**config.mk**
```make
export PLATFORM = sky130hd
export DESIGN_NAME = lsc_top
export DESIGN_NICKNAME = d
export VERILOG_FILES = /design/src/rtl/lsc_pkg.sv /design/src/rtl/lsc_stage_cmp.sv /design/src/rtl/lsc_oldest_pick.sv /design/src/rtl/lsc_retry_ctl.sv /design/src/rtl/lsc_top.sv
export SDC_FILE = /design/constraint.sdc
export NUM_CORES = 1
export LEC_CHECK = 0
export BUFFER_PORTS_ARGS = -buffer_cell sky130_fd_sc_hd__clkbuf_2
export CORE_AREA = 5 5 329 331
export DETAILED_ROUTE_END_ITERATION = 6
export DIE_AREA = 0 0 334 336
export SLEW_MARGIN = 5
export SYNTH_ARGS = -nofsm -noshare
export SYNTH_HDL_FRONTEND = slang
export SYNTH_SLANG_ARGS = --single-unit
```
**constraint.sdc**
```tcl
create_clock -name clk -period 4.29 [get_ports clk]
set_input_delay 0 -clock clk [delete_from_list [all_inputs] [get_ports clk]]
set_output_delay 0 -clock clk [all_outputs]
set_load 0.02 [all_outputs]
```
**src/rtl/lsc_pkg.sv**
```systemverilog
package lsc_pkg;
  // Depth of the in-order pipeline; index 0 is fetch, the last is write-back.
  localparam int PIPE_STAGES = 6;
endpackage

```
**src/rtl/lsc_stage_cmp.sv**
```systemverilog
module lsc_stage_cmp #(
  parameter int DATA_W = 32,
  parameter int TAG_W  = 34
) (
  input  logic              clk,
  input  logic              rst,
  input  logic              clr,
  input  logic              l_vld,
  input  logic [DATA_W-1:0] l_data,
  input  logic [TAG_W-1:0]  l_tag,
  input  logic              p_vld,
  input  logic [DATA_W-1:0] p_data,
  input  logic [TAG_W-1:0]  p_tag,
  output logic              mism,
  output logic              clean,
  output logic [TAG_W-1:0]  tag_q
);

  logic              lv_q, pv_q;
  logic [DATA_W-1:0] ld_q, pd_q;
  logic [TAG_W-1:0]  pt_q;

  // Capture stage results; compare happens on the stored copy next cycle.
  always_ff @(posedge clk) begin
    if (rst || clr) begin
      lv_q  <= 1'b0;
      pv_q  <= 1'b0;
      ld_q  <= '0;
      pd_q  <= '0;
      tag_q <= '0;
      pt_q  <= '0;
    end else begin
      lv_q  <= l_vld;
      pv_q  <= p_vld;
      ld_q  <= l_data;
      pd_q  <= p_data;
      tag_q <= l_tag;
      pt_q  <= p_tag;
    end
  end

  always_comb begin
    mism  = (lv_q || pv_q) && ((lv_q != pv_q) || (ld_q != pd_q) || (tag_q != pt_q));
    clean = lv_q && pv_q && !mism;
  end

  AST_CLR_EMPTIES: assert property (@(posedge clk) disable iff (rst)
    $past(clr) |-> (!lv_q && !pv_q)) else $error("capture not emptied after clear");

endmodule

```
**src/rtl/lsc_oldest_pick.sv**
```systemverilog
module lsc_oldest_pick #(
  parameter int STAGES = 6,
  parameter int TAG_W  = 34
) (
  input  logic [STAGES-1:0]            mism,
  input  logic [STAGES-1:0][TAG_W-1:0] tags,
  output logic                         any,
  output logic [TAG_W-1:0]             tag
);

  // Ascending scan: a higher index (older stage) overwrites a younger one.
  always_comb begin
    any = 1'b0;
    tag = '0;
    for (int i = 0; i < STAGES; i++) begin
      if (mism[i]) begin
        any = 1'b1;
        tag = tags[i];
      end
    end
  end

endmodule

```
**src/rtl/lsc_retry_ctl.sv**
```systemverilog
module lsc_retry_ctl #(
  parameter int TAG_W = 34,
  parameter int CNT_W = 4
) (
  input  logic             clk,
  input  logic             rst,
  input  logic             err_any,
  input  logic [TAG_W-1:0] err_tag,
  input  logic             wb_clean,
  input  logic [TAG_W-1:0] wb_tag,
  output logic             flush_q,
  output logic             err_q,
  output logic [TAG_W-1:0] redir_q,
  output logic [CNT_W-1:0] cnt_q
);

  localparam logic [CNT_W-1:0] CNT_MAX = '1;

  logic             in_retry_q;
  logic [TAG_W-1:0] anchor_q;
  logic             done;
  logic             nested;
  logic [CNT_W-1:0] cnt_base;
  logic [CNT_W-1:0] cnt_inc;

  always_comb begin
    done     = in_retry_q && wb_clean && (wb_tag == anchor_q);
    nested   = in_retry_q && !done;
    cnt_base = done ? '0 : cnt_q;
    cnt_inc  = (cnt_base == CNT_MAX) ? cnt_base : cnt_base + CNT_W'(1);
  end

  always_ff @(posedge clk) begin
    if (rst) begin
      flush_q    <= 1'b0;
      err_q      <= 1'b0;
      redir_q    <= '0;
      cnt_q      <= '0;
      in_retry_q <= 1'b0;
      anchor_q   <= '0;
    end else if (err_any) begin
      flush_q    <= 1'b1;
      err_q      <= 1'b1;
      in_retry_q <= 1'b1;
      cnt_q      <= cnt_inc;
      if (nested) begin
        redir_q <= anchor_q;
      end else begin
        redir_q  <= err_tag;
        anchor_q <= err_tag;
      end
    end else begin
      flush_q <= 1'b0;
      err_q   <= 1'b0;
      if (done) begin
        in_retry_q <= 1'b0;
        cnt_q      <= '0;
      end
    end
  end

  AST_FLUSH_SINGLE: assert property (@(posedge clk) disable iff (rst)
    flush_q |=> !flush_q) else $error("flush longer than one cycle");
  AST_CNT_ON_FLUSH: assert property (@(posedge clk) disable iff (rst)
    flush_q |-> (cnt_q != '0)) else $error("flush with zero retry count");
  AST_CNT_HOLD_MAX: assert property (@(posedge clk) disable iff (rst)
    ((cnt_q == CNT_MAX) && !done) |=> (cnt_q == CNT_MAX)) else $error("saturated count moved");
  AST_NEST_TO_ANCHOR: assert property (@(posedge clk) disable iff (rst)
    (nested && err_any) |=> (redir_q == $past(anchor_q))) else $error("nested retry left anchor");

endmodule

```
**src/rtl/lsc_top.sv**
```systemverilog
module lsc_top #(
  parameter int STAGES = lsc_pkg::PIPE_STAGES,
  parameter int DATA_W = 32,
  parameter int PC_W   = 32,
  parameter int SUB_W  = 2,
  parameter int CNT_W  = 4
) (
  input  logic                          clk,
  input  logic                          rst,
  input  logic [STAGES-1:0]             loc_vld,
  input  logic [STAGES-1:0][DATA_W-1:0] loc_data,
  input  logic [STAGES-1:0][PC_W-1:0]   loc_pc,
  input  logic [STAGES-1:0][SUB_W-1:0]  loc_sub,
  input  logic [STAGES-1:0]             prt_vld,
  input  logic [STAGES-1:0][DATA_W-1:0] prt_data,
  input  logic [STAGES-1:0][PC_W-1:0]   prt_pc,
  input  logic [STAGES-1:0][SUB_W-1:0]  prt_sub,
  output logic                          flush,
  output logic                          err_pulse,
  output logic [PC_W-1:0]               redir_pc,
  output logic [SUB_W-1:0]              redir_sub,
  output logic [CNT_W-1:0]              retry_cnt
);

  localparam int TAG_W  = PC_W + SUB_W;
  localparam int WB_IDX = STAGES - 1;

  logic [STAGES-1:0]            mism;
  logic [STAGES-1:0]            clean;
  logic [STAGES-1:0][TAG_W-1:0] tag_q;
  logic                         err_any;
  logic [TAG_W-1:0]             err_tag;
  logic [TAG_W-1:0]             redir_tag;
  logic                         clr;

  // Drop stage inputs in the deciding cycle and in the flush cycle.
  assign clr = err_any || flush;

  for (genvar g = 0; g < STAGES; g++) begin : g_stage
    lsc_stage_cmp #(
      .DATA_W (DATA_W),
      .TAG_W  (TAG_W)
    ) u_cmp (
      .clk    (clk),
      .rst    (rst),
      .clr    (clr),
      .l_vld  (loc_vld[g]),
      .l_data (loc_data[g]),
      .l_tag  ({loc_pc[g], loc_sub[g]}),
      .p_vld  (prt_vld[g]),
      .p_data (prt_data[g]),
      .p_tag  ({prt_pc[g], prt_sub[g]}),
      .mism   (mism[g]),
      .clean  (clean[g]),
      .tag_q  (tag_q[g])
    );
  end

  lsc_oldest_pick #(
    .STAGES (STAGES),
    .TAG_W  (TAG_W)
  ) u_pick (
    .mism (mism),
    .tags (tag_q),
    .any  (err_any),
    .tag  (err_tag)
  );

  lsc_retry_ctl #(
    .TAG_W (TAG_W),
    .CNT_W (CNT_W)
  ) u_ctl (
    .clk      (clk),
    .rst      (rst),
    .err_any  (err_any),
    .err_tag  (err_tag),
    .wb_clean (clean[WB_IDX]),
    .wb_tag   (tag_q[WB_IDX]),
    .flush_q  (flush),
    .err_q    (err_pulse),
    .redir_q  (redir_tag),
    .cnt_q    (retry_cnt)
  );

  assign redir_pc  = redir_tag[TAG_W-1:SUB_W];
  assign redir_sub = redir_tag[SUB_W-1:0];

  AST_FLUSH_HAS_CAUSE: assert property (@(posedge clk) disable iff (rst)
    $rose(flush) |-> $past(err_any)) else $error("flush without a detected mismatch");

endmodule

```
==> Yosys cells after proc, flatten, opt, wreduce, memory -nomap -nowiden <==
Cells that the tools add are included.
{ "classes": {"n_addsub": 1, "n_eq_ne": 20, "muxes": 18, "bitwise": 1, "reduce_logical": 35} }
{ "ops": {"columns": ["cell", "count"], "rows": [
  ["$mux 34", 6],
  ["$ne 34x34->1", 6],
  ["$ne 32x32->1", 6],
  ["$eq 34x34->1", 1],
  ["$logic_or 1x1->1", 20],
  ["$mux 4", 3],
  ["$logic_and 1x1->1", 11],
  ["$mux 1", 9],
  ["$ne 1x1->1", 6],
  ["$add 4x1->4 const B", 1],
  ["$eq 4x4->1 const B", 1],
  ["$logic_not 1->1", 2],
  ["$reduce_and 2->1", 1],
  ["$reduce_bool 2->1", 1],
  ["$not 1->1", 1]
]} }
{ "word_totals": {"register_bits": 844, "inputBits": 806, "out_inout_bits": 40, "elab_cells": 115} }

==> Depth between registers and ports, before layout <==
Gate-level depths: netlist (run 1).
{ "depth": {"depth_word": 12, "depth_mapped": 16, "mapped_depth_nobuf": 14} }

==> By module <==
A second synthesis (run 1) with hierarchy kept.
{ "unflattened": {"hier_cells": 2785, "hier_area_um2": 30480.5} }
{ "by_module_without_submodules": {"columns": ["mod", "n_inst", "cells_per_inst", "area_per_inst_um2", "seq_area_each_um2"], "rows": [
  ["lsc_stage_cmp", 6, 396, 4476.8, 2682.6],
  ["lsc_retry_ctl", 1, 192, 1928.1, 800.8],
  ["lsc_oldest_pick", 1, 216, 1685.4, 0.0],
  ["lsc_top", 1, 1, 6.3, 0.0]
]} }

==> Worst setup path before layout (run 1) <==
Ideal clock, no wire load.
{ "synth_timing": {"path_type": "register -> register", "startpoint": "register g_stage[5].u_cmp.tag_q[23]", "endpoint": "register u_ctl.cnt_q[0]", "setup_ns": 0.116, "arrival_time_ns": 3.007, "required_ns": 4.174, "setup_slack_ns": 1.167, "path_stages_with_launch": 13, "path_buffers": 1, "period_less_slack_ns": 3.123, "path_cell_list": "dfxtp_1 nor2b_1 a2111o_1 a2111oi_0 and4_1 a31oi_1 or4_1 clkbuf_1 and2_1 ha_1 nand4_1 a211oi_1 a31o_2"} }
{ "synth_via": {"elab_chain_len": 11, "elab_cells_between_ends": 14, "cone_classes": "add/sub (1); eq/ne (3); mux (4); reduce/logical (6)"} }
{ "synth_rtl": {"columns": ["item", "line_no", "text"], "rows": [
  ["start: declaration", "lsc_stage_cmp.sv:16", "output logic [TAG_W-1:0] tag_q"],
  ["start signal: assignment", "lsc_stage_cmp.sv:37", "tag_q <= l_tag;"],
  ["$ne 34x34->1", "lsc_stage_cmp.sv:43", "mism = (lv_q || pv_q) && ((lv_q != pv_q) || (ld_q != pd_q) || (tag_q != pt_q));"],
  ["$logic_or 1x1->1", "lsc_stage_cmp.sv:43", null],
  ["$logic_and 1x1->1", "lsc_stage_cmp.sv:43", null],
  ["$logic_not 1->1", "lsc_stage_cmp.sv:44", "clean = lv_q && pv_q && !mism;"],
  ["$logic_and 1x1->1", "lsc_stage_cmp.sv:44", null],
  ["$logic_and 1x1->1 (2 in a row)", "lsc_retry_ctl.sv:27", "done = in_retry_q && wb_clean && (wb_tag == anchor_q);"],
  ["$mux 4", "lsc_retry_ctl.sv:29", "cnt_base = done ? '0 : cnt_q;"],
  ["$add 4x1->4 or $eq 4x4->1 (tied branches)", "lsc_retry_ctl.sv:30", "cnt_inc = (cnt_base == CNT_MAX) ? cnt_base : cnt_base + CNT_W'(1);"],
  ["$mux 4", "lsc_retry_ctl.sv:30", null],
  ["$mux 4 (*)", "lsc_retry_ctl.sv:41", "end else if (err_any) begin"],
  ["end signal: assignment", "lsc_retry_ctl.sv:45", "cnt_q <= cnt_inc;"],
  ["end: declaration", "lsc_retry_ctl.sv:14", "output logic [CNT_W-1:0] cnt_q"]
]} }
Every way passes the cells marked *; elsewhere a longest branch is shown, timed or not.
A chain may end at the register's enable or synchronous reset.

==> Worst setup path in the final report (run 1) <==
{ "layout_timing": {"startpoint": "register g_stage[0].u_cmp.tag_q[26]", "endpoint": "register u_ctl.anchor_q[0]"} }
{ "layout_via": {"elab_chain_len": 10, "elab_cells_between_ends": 16, "cone_classes": "eq/ne (1); mux (12); reduce/logical (3)"} }
{ "layout_rtl": {"columns": ["item", "line_no", "text"], "rows": [
  ["start: declaration", "lsc_stage_cmp.sv:16", null],
  ["start signal: assignment", "lsc_stage_cmp.sv:37", null],
  ["$ne 34x34->1 (*)", "lsc_stage_cmp.sv:43", null],
  ["$logic_or 1x1->1 (*)", "lsc_stage_cmp.sv:43", null],
  ["$logic_and 1x1->1 (*)", "lsc_stage_cmp.sv:43", null],
  ["$mux 1 (6 in a row)", "lsc_oldest_pick.sv:16", "if (mism[i]) begin"],
  ["$reduce_and 2->1 (no source line)", null, null],
  ["end signal: assignment", "lsc_retry_ctl.sv:50", "anchor_q <= err_tag;"],
  ["end: declaration", "lsc_retry_ctl.sv:20", "logic [TAG_W-1:0] anchor_q;"]
]} }
Marked as above.

==> results of run 1 <==
==> logic make-up (layout without fill, tap and decap cells) <==
family          after synthesis  in the layout  synth area share (%)
simple gates               1111           1111                  22.7
compound gates              271            271                  6.82
fa+ha+maj                     8              8                 0.335
xor+xnor                    329            329                  9.65
other cells                   0             41                     0
buf+inv                     233           2012                  3.96
flops                       844            844                  56.6
==> synth_stat cells, types with 6 or more instances <==
cell	number
nand2b_1	22
clkbuf_1	48
xnor2_1	181
nand3_1	12
o2111ai_1	6
nand4_1	56
buf_6	6
and2_1	805
a2111oi_0	16
buf_2	15
ha_1	8
nor4_1	50
xor2_1	148
nand2_1	29
o2bb2ai_1	7
a221oi_1	43
nor2b_1	65
a32o_1	34
nor2_1	44
o21ai_0	26
o22ai_1	24
a21oi_1	47
o31ai_1	34
inv_1	96
buf_4	65
nor3_1	9
dfxtp_1	844
==> sequential cells by signal (all words and copies together) (netlist names) <==
register and flops:
g_stage.u_cmp.pt_q 204, g_stage.u_cmp.tag_q 204, g_stage.u_cmp.ld_q 192, g_stage.u_cmp.pd_q 192, u_ctl.anchor_q 34, g_stage.u_cmp.lv_q 6, g_stage.u_cmp.pv_q 6, u_ctl.cnt_q 4
u_ctl.err_q 1, u_ctl.in_retry_q 1
==> worst paths after layout <==
check,from,to,cells after the start
hold / removal,prt_data[181],g_stage[5].u_cmp.pd_q[21],3
setup / recovery,g_stage[0].u_cmp.tag_q[26],u_ctl.anchor_q[0],10
setup reg to reg,g_stage[0].u_cmp.tag_q[26],u_ctl.anchor_q[0],10
hold reg to reg,u_ctl.anchor_q[24],u_ctl.anchor_q[24],1
==> cells in the final DEF (no fill, tap or decap), types with 29 or more instances in the layout <==
master and instances:
buf_4 78, nor2_1 44, nor2b_1 65, dfxtp_1 844
dlygate4sd3_1 806, diode_2 41, nor4_1 50, nand2_1 29
a221oi_1 43, inv_1 96, clkbuf_2 845, xnor2_1 181
nand4_1 56, a32o_1 34, a21oi_1 47, clkbuf_16 93
xor2_1 148, o31ai_1 34, and2_1 805
==> area by class of cell <==
| class | count | area share (%) |
|---|---|---|
| flip-flops and latches | 844 | 35.6 |
| repair buffers | 1747 | 27.9 |
| multi-input cells | 1719 | 25.0 |
| clock buffers | 127 | 5.64 |
| well taps | 1391 | 3.67 |
| clock inverters | 39 | 1.08 |
| inverters | 99 | 0.784 |
| diodes | 41 | 0.216 |
==> worst register-to-register path, stage by stage, from the launching register on <==
cell	delay, ns
dfxtp_1	0.54
xnor2_1	0.25
nand4_1	0.15
nor4_1	0.36
nand4_1	0.20
or3_1	0.57
nor3b_2	0.23
buf_4	0.26
a221oi_1	0.94
o31ai_1	0.35
a32o_1	0.34
==> routing by layer <==
metal / up-vias / part of all wire (%) / GRT usage [%]
met1: 12300 / 39 / 26.7
met3: 280 / 6.8 / 5.42
met4: 22 / 3.1 / 7.31
li1: 12600 / - / -
met5: - / 0.11 / 0
met2: 1061 / 51 / 42.3
==> power breakdown <==
part | switching [mW] | internal [mW]
Sequential | 2.94 | 11.7
Combinational | 10.9 | 8.84
Clock | 3.33 | 4.97
Total | 17.2 | 25.5
==> repair_timing <==
item                                   in CTS  in global routing
hold buffers                              806                  0
resized for setup                           0                  1
setup endpoints to repair                   0                495
endpoints found under the hold margin     810                  0
==> metrics by stage <==
stage,utilization [%],setup TNS (ns)
finish,45.2,-0.00499
global route,45.2,0
CTS,45.1,0
detailed placement,34.4,0
global placement,34.4,0
floorplan,-,0
==> flow_metrics.env, run 1 <==
export IMPL_postLayoutCellArea_um2=47400
export IMPL_synth_area_top_cells="dfxtp_1, and2_1, xnor2_1"
export IMPL_place_gp_congestion=0.910
export IMPL_wirelength_mm=135
export IMPL_fmax_ghz=0.233
export IMPL_placed_cells=4994
export IMPL_setup_viol=1
export IMPL_relSlewSlack_pct=30.4
export IMPL_syn_to_final_growth_pct=58.8
export IMPL_min_period_ns=4.29
export IMPL_peakVddDrop_uv=616
export IMPL_min_path_type="input pin to flip-flop"
export IMPL_synth_fp_nets=3610
export IMPL_synth_edff_count=0
export IMPL_cts_sinks=844
export IMPL_worst_path_max_fanout=34
export IMPL_required_ns=4.84
export IMPL_cts_tree="done"
export IMPL_cap_violations=0
export IMPL_period_share_pct=100
export IMPL_grt_max_degree=95
export IMPL_yosys_warnings=0
export IMPL_violations="negative setup slack"
export IMPL_cp_num_buf_inv=1
export IMPL_synth_ff_latch_count=844
export IMPL_outcome="complete, but fails checks"
export IMPL_clk_pin_slew_worst_paths_ns=0.06
export IMPL_dr_pass1_iters=6
export IMPL_cts_setup_buffers=0
export IMPL_io_buffers=845
export IMPL_total_power_mw=42.7
export IMPL_fillCellCount=9551
export IMPL_regArea_um2=16900
export IMPL_clock_path_buffers=3
export IMPL_start_util_pct=28.5
export IMPL_critical_path_class="flip-flop to flip-flop"
export IMPL_r2r_setup_slack_ns=-0.005
export IMPL_synth_main_ff_cell="dfxtp_1"
export IMPL_htreeDepth=3
export IMPL_crit_chain="xnor2_1 -> nand4_1 -> nor4_1 -> nand4_1 -> or3_1 -> nor3b_2 -> buf_4 -> a221oi_1 -> o31ai_1 -> a32o_1"
export IMPL_synth_cells=2796
export IMPL_hpwl_mm=103
export IMPL_tightest_slew_ns=1.04
export IMPL_die_h_um=336
export IMPL_antenna_left=0
export IMPL_grt_pass1_vias=28300
export IMPL_vias_per_cell=4.38
export IMPL_stdcell_count=6007
export IMPL_setup_ws_ns=-0.00499
export IMPL_fp_row_count=119
export IMPL_powerDensity_nw_per_um2=901
export IMPL_grt_antenna_before_repair=48
export IMPL_rsz0062_at_grt="false"
export IMPL_syn_cell_area_um2=29900
export IMPL_synth_top_area_share_pct=56.6
export IMPL_cpLargestDelayFamily="compound AO/OA/AOI/OAI gates"
export IMPL_vias=26300
export IMPL_endpoint_kind="flip-flop"
export IMPL_root_buffer="clkbuf_16"
export IMPL_slowest_delay_ns=0.91
export IMPL_ys_types=53
export IMPL_clock_latency_ns=0.66
export IMPL_fin_worst_skew_ns=0.0188
export IMPL_finalNetCount=5317
export IMPL_final_hold_violation_count=0
export IMPL_place_area_um2=36100
export IMPL_place_ws_ns=0.151
export IMPL_cp_start_kind="flip-flop"
export IMPL_p_leak_nw=21.1
export IMPL_async_flop_share_pct=0
export IMPL_overflow=0
export IMPL_drv_slew=0
export IMPL_die_area_um2=112000
export IMPL_drt_iter0_drc=1541
export IMPL_wl_per_cell_um=22.4
export IMPL_cts_buffers=92
export IMPL_ys_seq_area_share_pct=56.6
export IMPL_grt_use_total_pct=23.1
export IMPL_multiInputGateArea_um2=11900
export IMPL_avgSynthCellArea_um2=10.7
export IMPL_cp_arrival_ns=4.84
export IMPL_drc=0
export IMPL_drive_gt1_share_pct=24.2
export IMPL_cpMostUsedCell="nand4_1"
export IMPL_yosysTopAreaCell="dfxtp_1"
export IMPL_core_um2=105000
export IMPL_grt_first_pass_wirelength_mm=189
export IMPL_fp_dieW_um=334
export IMPL_io_pins=846
export IMPL_slowest_stage="a221oi_1"
export IMPL_timing_hold_ws_ns=0.0784
No activity file was read; power rests on OpenSTA's default activity.
==> run 2: changes to the inputs <==
--- a/config.mk
+++ b/config.mk
@@ -6,10 +6,11 @@
 export NUM_CORES = 1
 export LEC_CHECK = 0
 export BUFFER_PORTS_ARGS = -buffer_cell sky130_fd_sc_hd__clkbuf_2
-export CORE_AREA = 5 5 329 331
+export CORE_AREA = 5 5 322 324
 export DETAILED_ROUTE_END_ITERATION = 6
-export DIE_AREA = 0 0 334 336
+export DIE_AREA = 0 0 327 329
 export SLEW_MARGIN = 5
 export SYNTH_ARGS = -nofsm -noshare
 export SYNTH_HDL_FRONTEND = slang
+export SYNTH_HIERARCHICAL = 1
 export SYNTH_SLANG_ARGS = --single-unit
==> run 2 against run 1 <==
  * The flow now finishes without violations
  * Global-route usage up 0.76 points
  * Non-clock buffer count decreased by 22
  * Highest routed layer unchanged
  * Clock power about the same
  * First-iteration DRC count shrank 2.0%
  * Fmax rose by 4.5%
  * Critical endpoint is now u_ctl/cnt_q[0]
  * Die area fell by 4.1%
  * Sequential share of layout area fell by 0.31 points
  * Largest cell class unchanged
  * Routed wire length shrank 0.74%
  * Sequential cell count unchanged
  * Cell count is 2.3% lower
  * Area after synthesis up 1.6%
==> flow_metrics.env, run 2 <==
export IMPL_outcome="completed"
export IMPL_top_regs="g_stage.u_cmp/pt_q x204, g_stage.u_cmp/tag_q x204"
export IMPL_cpLargestDelayFamily="simple AND/OR/NAND/NOR gates"
export IMPL_comb_power_share_pct=47.3
export IMPL_final_cell_mix="clkbuf_2, dfxtp_1, and2_1, dlygate4sd3_1, xnor2_1"
export IMPL_yosys_warnings=6
export IMPL_drive_gt1_share_pct=25.5
export IMPL_cts_setup_buffers=0
export IMPL_fillCellCount=8809
export IMPL_setup_tns_ns=0
export IMPL_regArea_um2=16900
export IMPL_die_h_um=329
export IMPL_swShare_pct=40.2
export IMPL_clk_pin_slew_worst_paths_ns=0.06
export IMPL_drt_iter0_drc=1510
export IMPL_clock_path_buffers=3
export IMPL_peakVddDrop_uv=714
export IMPL_dr_pass1_iters=5
export IMPL_io_buffers=845
export IMPL_fp_dieW_um=327
export IMPL_cp_arrival_ns=4.66
export IMPL_die_area_um2=108000
export IMPL_syn_to_final_growth_pct=57.7
export IMPL_clockPowerShare_pct=18.7
export IMPL_rsz0062_at_grt="false"
export IMPL_period_share_pct=95.8
export IMPL_fin_worst_skew_ns=0.0331
export IMPL_htreeDepth=3
export IMPL_clock_latency_ns=0.68
export IMPL_fmax_ghz=0.243
export IMPL_p_leak_nw=20.8
export IMPL_fin_util_pct=47.4
export IMPL_hpwl_mm=98.6
export IMPL_critical_path_class="flip-flop to flip-flop"
export IMPL_cap_violations=0
export IMPL_drc=0
export IMPL_cp_start_kind="flip-flop"
export IMPL_vias_per_cell=4.49
export IMPL_crit_chain="xor2_1 -> nor4_1 -> nand3_1 -> nor4_4 -> a22o_1 -> nand2_1 -> or4_1 -> nor4_4 -> nand3_2 -> and2_1 -> ha_1 -> and3_1 -> and4b_1 -> a221o_1"
export IMPL_setup_ws_ns=0.180
export IMPL_core_um2=101000
export IMPL_slowest_delay_ns=0.57
export IMPL_cts_sinks=844
export IMPL_endpoint_kind="flip-flop"
export IMPL_setup_viol=0
export IMPL_wl_per_cell_um=22.8
export IMPL_min_period_ns=4.11
export IMPL_cpMostUsedCell="nor4_4"
export IMPL_grt_use_total_pct=23.9
export IMPL_final_common_cell="clkbuf_2"
export IMPL_synth_fp_nets=3584
export IMPL_grt_first_pass_wirelength_mm=188
export IMPL_seq_power_share_pct=34.0
export IMPL_power_switching_mw=17.8
export IMPL_overflow=0
export IMPL_worst_path_max_fanout=9
export IMPL_tightest_slew_ns=1.18
export IMPL_required_ns=4.84
export IMPL_start_util_pct=30.1
export IMPL_drv_slew=0
export IMPL_cts_tree="done"
export IMPL_cts_buffers=92
export IMPL_grt_pass1_vias=28800
export IMPL_fp_row_count=117
export IMPL_finalNetCount=5272
export IMPL_relSlewSlack_pct=21.2
export IMPL_slowest_stage="or4_1"
export IMPL_synth_cells=2770
export IMPL_vias=26300
export IMPL_final_hold_violation_count=0
export IMPL_cp_num_buf_inv=0
export IMPL_io_pins=846
export IMPL_syn_cell_area_um2=30300
export IMPL_avgSynthCellArea_um2=11.0
export IMPL_antenna_left=0
export IMPL_total_power_mw=44.3
export IMPL_root_buffer="clkbuf_16"
export IMPL_powerDensity_nw_per_um2=926
export IMPL_grt_antenna_before_repair=25
export IMPL_place_gp_congestion=0.885
export IMPL_multiInputGateArea_um2=12800
export IMPL_place_ws_ns=0.0625
export IMPL_power_internal_mw=26.5
export IMPL_min_path_type="input pin to flip-flop"
export IMPL_wirelength_mm=134
export IMPL_grt_max_degree=135
run 2: worst reg2reg max path, cell delays in order (launching register included):
cell and delay [ns]:
dfxtp_1 0.43, xor2_1 0.10, nor4_1 0.38, nand3_1 0.19, nor4_4 0.32, a22o_1 0.22
nand2_1 0.06, or4_1 0.57, nor4_4 0.34, nand3_2 0.22, and2_1 0.27, ha_1 0.24
and3_1 0.21, and4b_1 0.18, a221o_1 0.27
run 2: what timing repair did:
item                                   4_1_cts  5_1_grt
resized for setup                            0        5
endpoints found under the hold margin      804        0
hold buffers                               804        0
setup endpoints to repair                    0        2
run 2: area by class of cell:
cell class	instances	area share, %
antenna	30	0.157
clock buffer	122	5.45
clock inverter	43	1.16
inverter	50	0.392
multi-input combinational	1745	26.8
sequential	844	35.3
tap	1309	3.42
timing repair buffer	1725	27.3
run 2: layer usage:
metal | GRT usage (%) | vias up | part of all wire [%]
met3 | 6.01 | 367 | 6.3
met2 | 40.6 | 1099 | 48
met4 | 12.3 | 8 | 5.7
li1 | - | 12500 | -
met1 | 28.0 | 12300 | 40
met5 | 0 | - | 0.033
run 2: stage by stage:
stage	instance area (um2)	std cells	hold slack, ns
floorplan	30300	2770	0.0831
global placement	36500	4869	0.201
detailed placement	36500	4869	0.202
CTS	47700	5838	0.00929
global route	47800	5856	0.0349
finish	47800	5868	0.0676
run 2: final timing paths:
path / from / endpoint / slack [ns] / cells after the start
min: loc_data[46] / g_stage[1].u_cmp/ld_q[14] / 0.07 / 3
max reg2reg: g_stage[5].u_cmp/tag_q[3] / u_ctl/cnt_q[0] / 0.18 / 14
max: g_stage[5].u_cmp/tag_q[3] / u_ctl/cnt_q[0] / 0.18 / 14
min reg2reg: u_ctl/in_retry_q / u_ctl/in_retry_q / 0.56 / 2
run 2: power groups by stage:
| stage | Sequential (mW) | Combinational (mW) | Clock [mW] |
|---|---|---|---|
| after global routing | 15.4 | 22.6 | 8.75 |
| after detailed placement | 15.2 | 20.2 | 0 |
| after floorplan | 13.8 | 13.1 | 0 |
| after CTS | 15.0 | 20.9 | 8.39 |
| final | 15.1 | 21.0 | 8.28 |
| after global placement | 15.1 | 20.1 | 0 |
==> run 3: changes to the inputs <==
--- a/config.mk
+++ b/config.mk
@@ -6,11 +6,13 @@
 export NUM_CORES = 1
 export LEC_CHECK = 0
 export BUFFER_PORTS_ARGS = -buffer_cell sky130_fd_sc_hd__clkbuf_2
-export CORE_AREA = 5 5 322 324
+export CORE_AREA = 5 5 326 328
+export CTS_BUF_LIST = sky130_fd_sc_hd__clkbuf_2 sky130_fd_sc_hd__clkbuf_4 sky130_fd_sc_hd__clkbuf_8
 export DETAILED_ROUTE_END_ITERATION = 6
-export DIE_AREA = 0 0 327 329
-export SLEW_MARGIN = 5
+export DIE_AREA = 0 0 331 333
+export SLEW_MARGIN = 20
 export SYNTH_ARGS = -nofsm -noshare
 export SYNTH_HDL_FRONTEND = slang
 export SYNTH_HIERARCHICAL = 1
 export SYNTH_SLANG_ARGS = --single-unit
+export TNS_END_PERCENT = 100
==> run 3 against run 2 <==
  * The flow now stops in clock tree synthesis
  * Synthesized cell count is the same
  * Area after synthesis unchanged
==> flow_metrics.env, run 3 <==
export IMPL_outcome="stopped before the end"
export IMPL_failing_step="clock tree synthesis"
export IMPL_error="[ERROR RSZ-0060] Max buffer count reached."
export IMPL_cts_buffers=145
export IMPL_place_ws_ns=0.0578
export IMPL_cts_sinks=844
export IMPL_clock_path_buffers=3
export IMPL_cts_setup_buffers=0
export IMPL_start_util_pct=29.5
export IMPL_hpwl_mm=100
export IMPL_synth_cells=2770
export IMPL_io_pins=846
export IMPL_htreeDepth=4
export IMPL_avgSynthCellArea_um2=11.0
export IMPL_io_buffers=845
export IMPL_synth_fp_nets=3584
export IMPL_yosys_warnings=6
export IMPL_syn_cell_area_um2=30300
export IMPL_fp_row_count=118
export IMPL_die_h_um=333
export IMPL_root_buffer="clkbuf_8"
export IMPL_cts_hold_buffers_added=1044
export IMPL_cts_resized=0
export IMPL_place_gp_congestion=0.889
export IMPL_fp_dieW_um=331
-- run 3: through the flow --
step                      util [%]  cells  hold WS [ns]  area (um2)
after floorplan                  -   2770        0.0831       30300
after global placement        35.6   4949         0.201       36700
after detailed placement      35.6   4949         0.201       36700
==> run 4: changes to the inputs <==
--- a/config.mk
+++ b/config.mk
@@ -6,10 +6,10 @@
 export NUM_CORES = 1
 export LEC_CHECK = 0
 export BUFFER_PORTS_ARGS = -buffer_cell sky130_fd_sc_hd__clkbuf_2
-export CORE_AREA = 5 5 326 328
-export CTS_BUF_LIST = sky130_fd_sc_hd__clkbuf_2 sky130_fd_sc_hd__clkbuf_4 sky130_fd_sc_hd__clkbuf_8
+export CORE_AREA = 5 5 327 329
 export DETAILED_ROUTE_END_ITERATION = 6
-export DIE_AREA = 0 0 331 333
+export DIE_AREA = 0 0 332 334
+export PLACE_DENSITY_LB_ADDON = 0.15
 export SLEW_MARGIN = 20
 export SYNTH_ARGS = -nofsm -noshare
 export SYNTH_HDL_FRONTEND = slang
==> run 4 against run 3 <==
  * The flow now finishes without violations
==> flow_metrics.env, run 4 (same netlist as run 2, synthesis figures left out) <==
export IMPL_power_internal_mw=26.7
export IMPL_r2r_cells=15
export IMPL_final_hold_violation_count=0
export IMPL_fmax_ghz=0.249
export IMPL_place_gp_congestion=0.835
export IMPL_clk_pin_slew_worst_paths_ns=0.07
export IMPL_root_buffer="clkbuf_16"
export IMPL_hpwl_mm=100
export IMPL_place_ws_ns=0.117
export IMPL_period_share_pct=93.7
export IMPL_fp_row_count=118
export IMPL_io_pins=846
export IMPL_die_h_um=334
export IMPL_drc=0
export IMPL_core_um2=103000
export IMPL_hold_depth=3
export IMPL_endpoint_kind="flip-flop"
export IMPL_vias=26100
export IMPL_drt_iter0_drc=1108
export IMPL_grt_antenna_before_repair=11
export IMPL_cp_start_kind="flip-flop"
export IMPL_r2r_setup_slack_ns=0.27
export IMPL_worstHoldStart="loc_pc[14]"
export IMPL_fin_worst_skew_ns=0.0484
export IMPL_cp_arrival_ns=4.59
export IMPL_cap_violations=0
export IMPL_hold_end="g_stage[0].u_cmp/tag_q[16]"
export IMPL_top_regs="g_stage.u_cmp/pt_q x204, g_stage.u_cmp/tag_q x204"
export IMPL_setup_viol=0
export IMPL_p_leak_nw=21.0
export IMPL_rsz0062_at_grt="false"
export IMPL_antenna_left=0
export IMPL_cts_buffers=96
export IMPL_syn_to_final_growth_pct=59.6
export IMPL_io_buffers=845
export IMPL_relSlewSlack_pct=31.6
export IMPL_htreeDepth=3
export IMPL_die_area_um2=111000
export IMPL_clockPowerShare_pct=19.6
export IMPL_cts_sinks=844
export IMPL_clock_latency_ns=0.69
export IMPL_fp_dieW_um=332
export IMPL_powerDensity_nw_per_um2=911
export IMPL_finalNetCount=5318
export IMPL_seq_power_share_pct=33.9
export IMPL_grt_use_total_pct=23.1
export IMPL_grt_pass1_vias=28500
export IMPL_tightest_slew_ns=1.02
export IMPL_r2r_start="g_stage[5].u_cmp/pd_q[7]"
export IMPL_overflow=0
export IMPL_peakVddDrop_uv=672
export IMPL_cts_setup_buffers=0
export IMPL_drv_slew=0
export IMPL_critical_path_class="flip-flop to flip-flop"
export IMPL_timing_rr_end="u_ctl/cnt_q[0]"
export IMPL_wirelength_mm=132
export IMPL_swShare_pct=39.6
export IMPL_start_util_pct=29.4
export IMPL_setup_ws_ns=0.271
export IMPL_drive_gt1_share_pct=25.3
export IMPL_total_power_mw=44.1
export IMPL_vias_per_cell=4.36
export IMPL_outcome="completed"
export IMPL_min_period_ns=4.02
export IMPL_min_path_type="input pin to flip-flop"
export IMPL_setup_tns_ns=0
export IMPL_final_cell_mix="dlygate4sd3_1, clkbuf_2, dfxtp_1, and2_1, xnor2_1"
export IMPL_comb_power_share_pct=46.6
export IMPL_dr_pass1_iters=6
export IMPL_cts_tree="done"
export IMPL_required_ns=4.87
export IMPL_clock_path_buffers=3
export IMPL_grt_max_degree=135
export IMPL_worst_path_max_fanout=5
export IMPL_grt_first_pass_wirelength_mm=189
export IMPL_power_switching_mw=17.5
export IMPL_wl_per_cell_um=22.2
export IMPL_final_common_cell="dlygate4sd3_1"
==> run 4: worst max-delay path, cell delays in order (launching register included) <==
cell and delay (ns):
dfxtp_1 0.30, xor2_1 0.15, nor4_1 0.40, nand3_1 0.18
nor4_2 0.30, buf_4 0.18, a22o_1 0.15, nand2_1 0.06
or4_1 0.58, nor4_4 0.28, nand3_2 0.18, and2_1 0.26
ha_1 0.24, and3_1 0.22, and4b_1 0.18, a221o_1 0.25
==> run 4: per-layer routing <==
layer  up-vias  routed length, um  GRT usage, %  part of all wire (%)
li1      12600                  -             -                     -
met1     12200              53600          27.1                    40
met2       941              65300          40.5                    49
met3       304               7810          5.83                   5.9
met4         4               5660          9.32                   4.3
met5         -                 21             0                 0.016
==> run 4: how the worst max path moves through the flow <==
stage                                        start              to  depth (start not counted)  slack (ns)
after floorplan              g_stage[5].u_cmp/lv_q  u_ctl/cnt_q[0]                         15        0.71
after global placement    g_stage[5].u_cmp/pd_q[7]  u_ctl/cnt_q[0]                         15        0.12
after detailed placement  g_stage[5].u_cmp/pd_q[7]  u_ctl/cnt_q[0]                         15        0.12
after CTS                 g_stage[5].u_cmp/pd_q[7]  u_ctl/cnt_q[0]                         15        0.07
after global routing         g_stage[5].u_cmp/lv_q  u_ctl/cnt_q[0]                         16       0.002
final                     g_stage[5].u_cmp/pd_q[7]  u_ctl/cnt_q[0]                         15        0.27
==> run 4: repair_timing <==
item / CTS / global route
setup endpoints to repair: 0 / 3
gates resized for setup: 0 / 2
endpoints found under the hold margin: 839 / 0
hold buffers: 846 / 0
==> run 4: cell type report <==
cell class	instances	area (um2)
Inverter	50	188
Fill cell	9455	54800
Timing Repair Buffer	1766	13400
Tap cell	1380	1730
Clock inverter	35	512
Sequential cell	844	16900
Antenna cell	14	35.0
Multi-Input combinational cell	1746	12800
Clock buffer	139	2850
==> run 4: per-stage QoR <==
step           std cells  cell area [um2]  utilization, %  hold slack [ns]
2_1_floorplan       2770            30300               -           0.0831
3_3_place_gp        4939            36600            35.4            0.201
3_5_place_dp        4939            36600            35.4            0.201
4_1_cts             5959            48400            46.9         0.000713
5_1_grt             5968            48400            46.9           0.0172
6_report            5974            48400            46.9           0.0462
==> run 4: power by group through the flow <==
stage | clock, mW | sequential, mW | combinational, mW
final | 8.63 | 14.9 | 20.5
after global routing | 9.16 | 15.3 | 22.4
after CTS | 8.81 | 15.0 | 20.8
after detailed placement | 0 | 15.2 | 20.1
after global placement | 0 | 15.1 | 20.1
after floorplan | 0 | 13.8 | 13.1
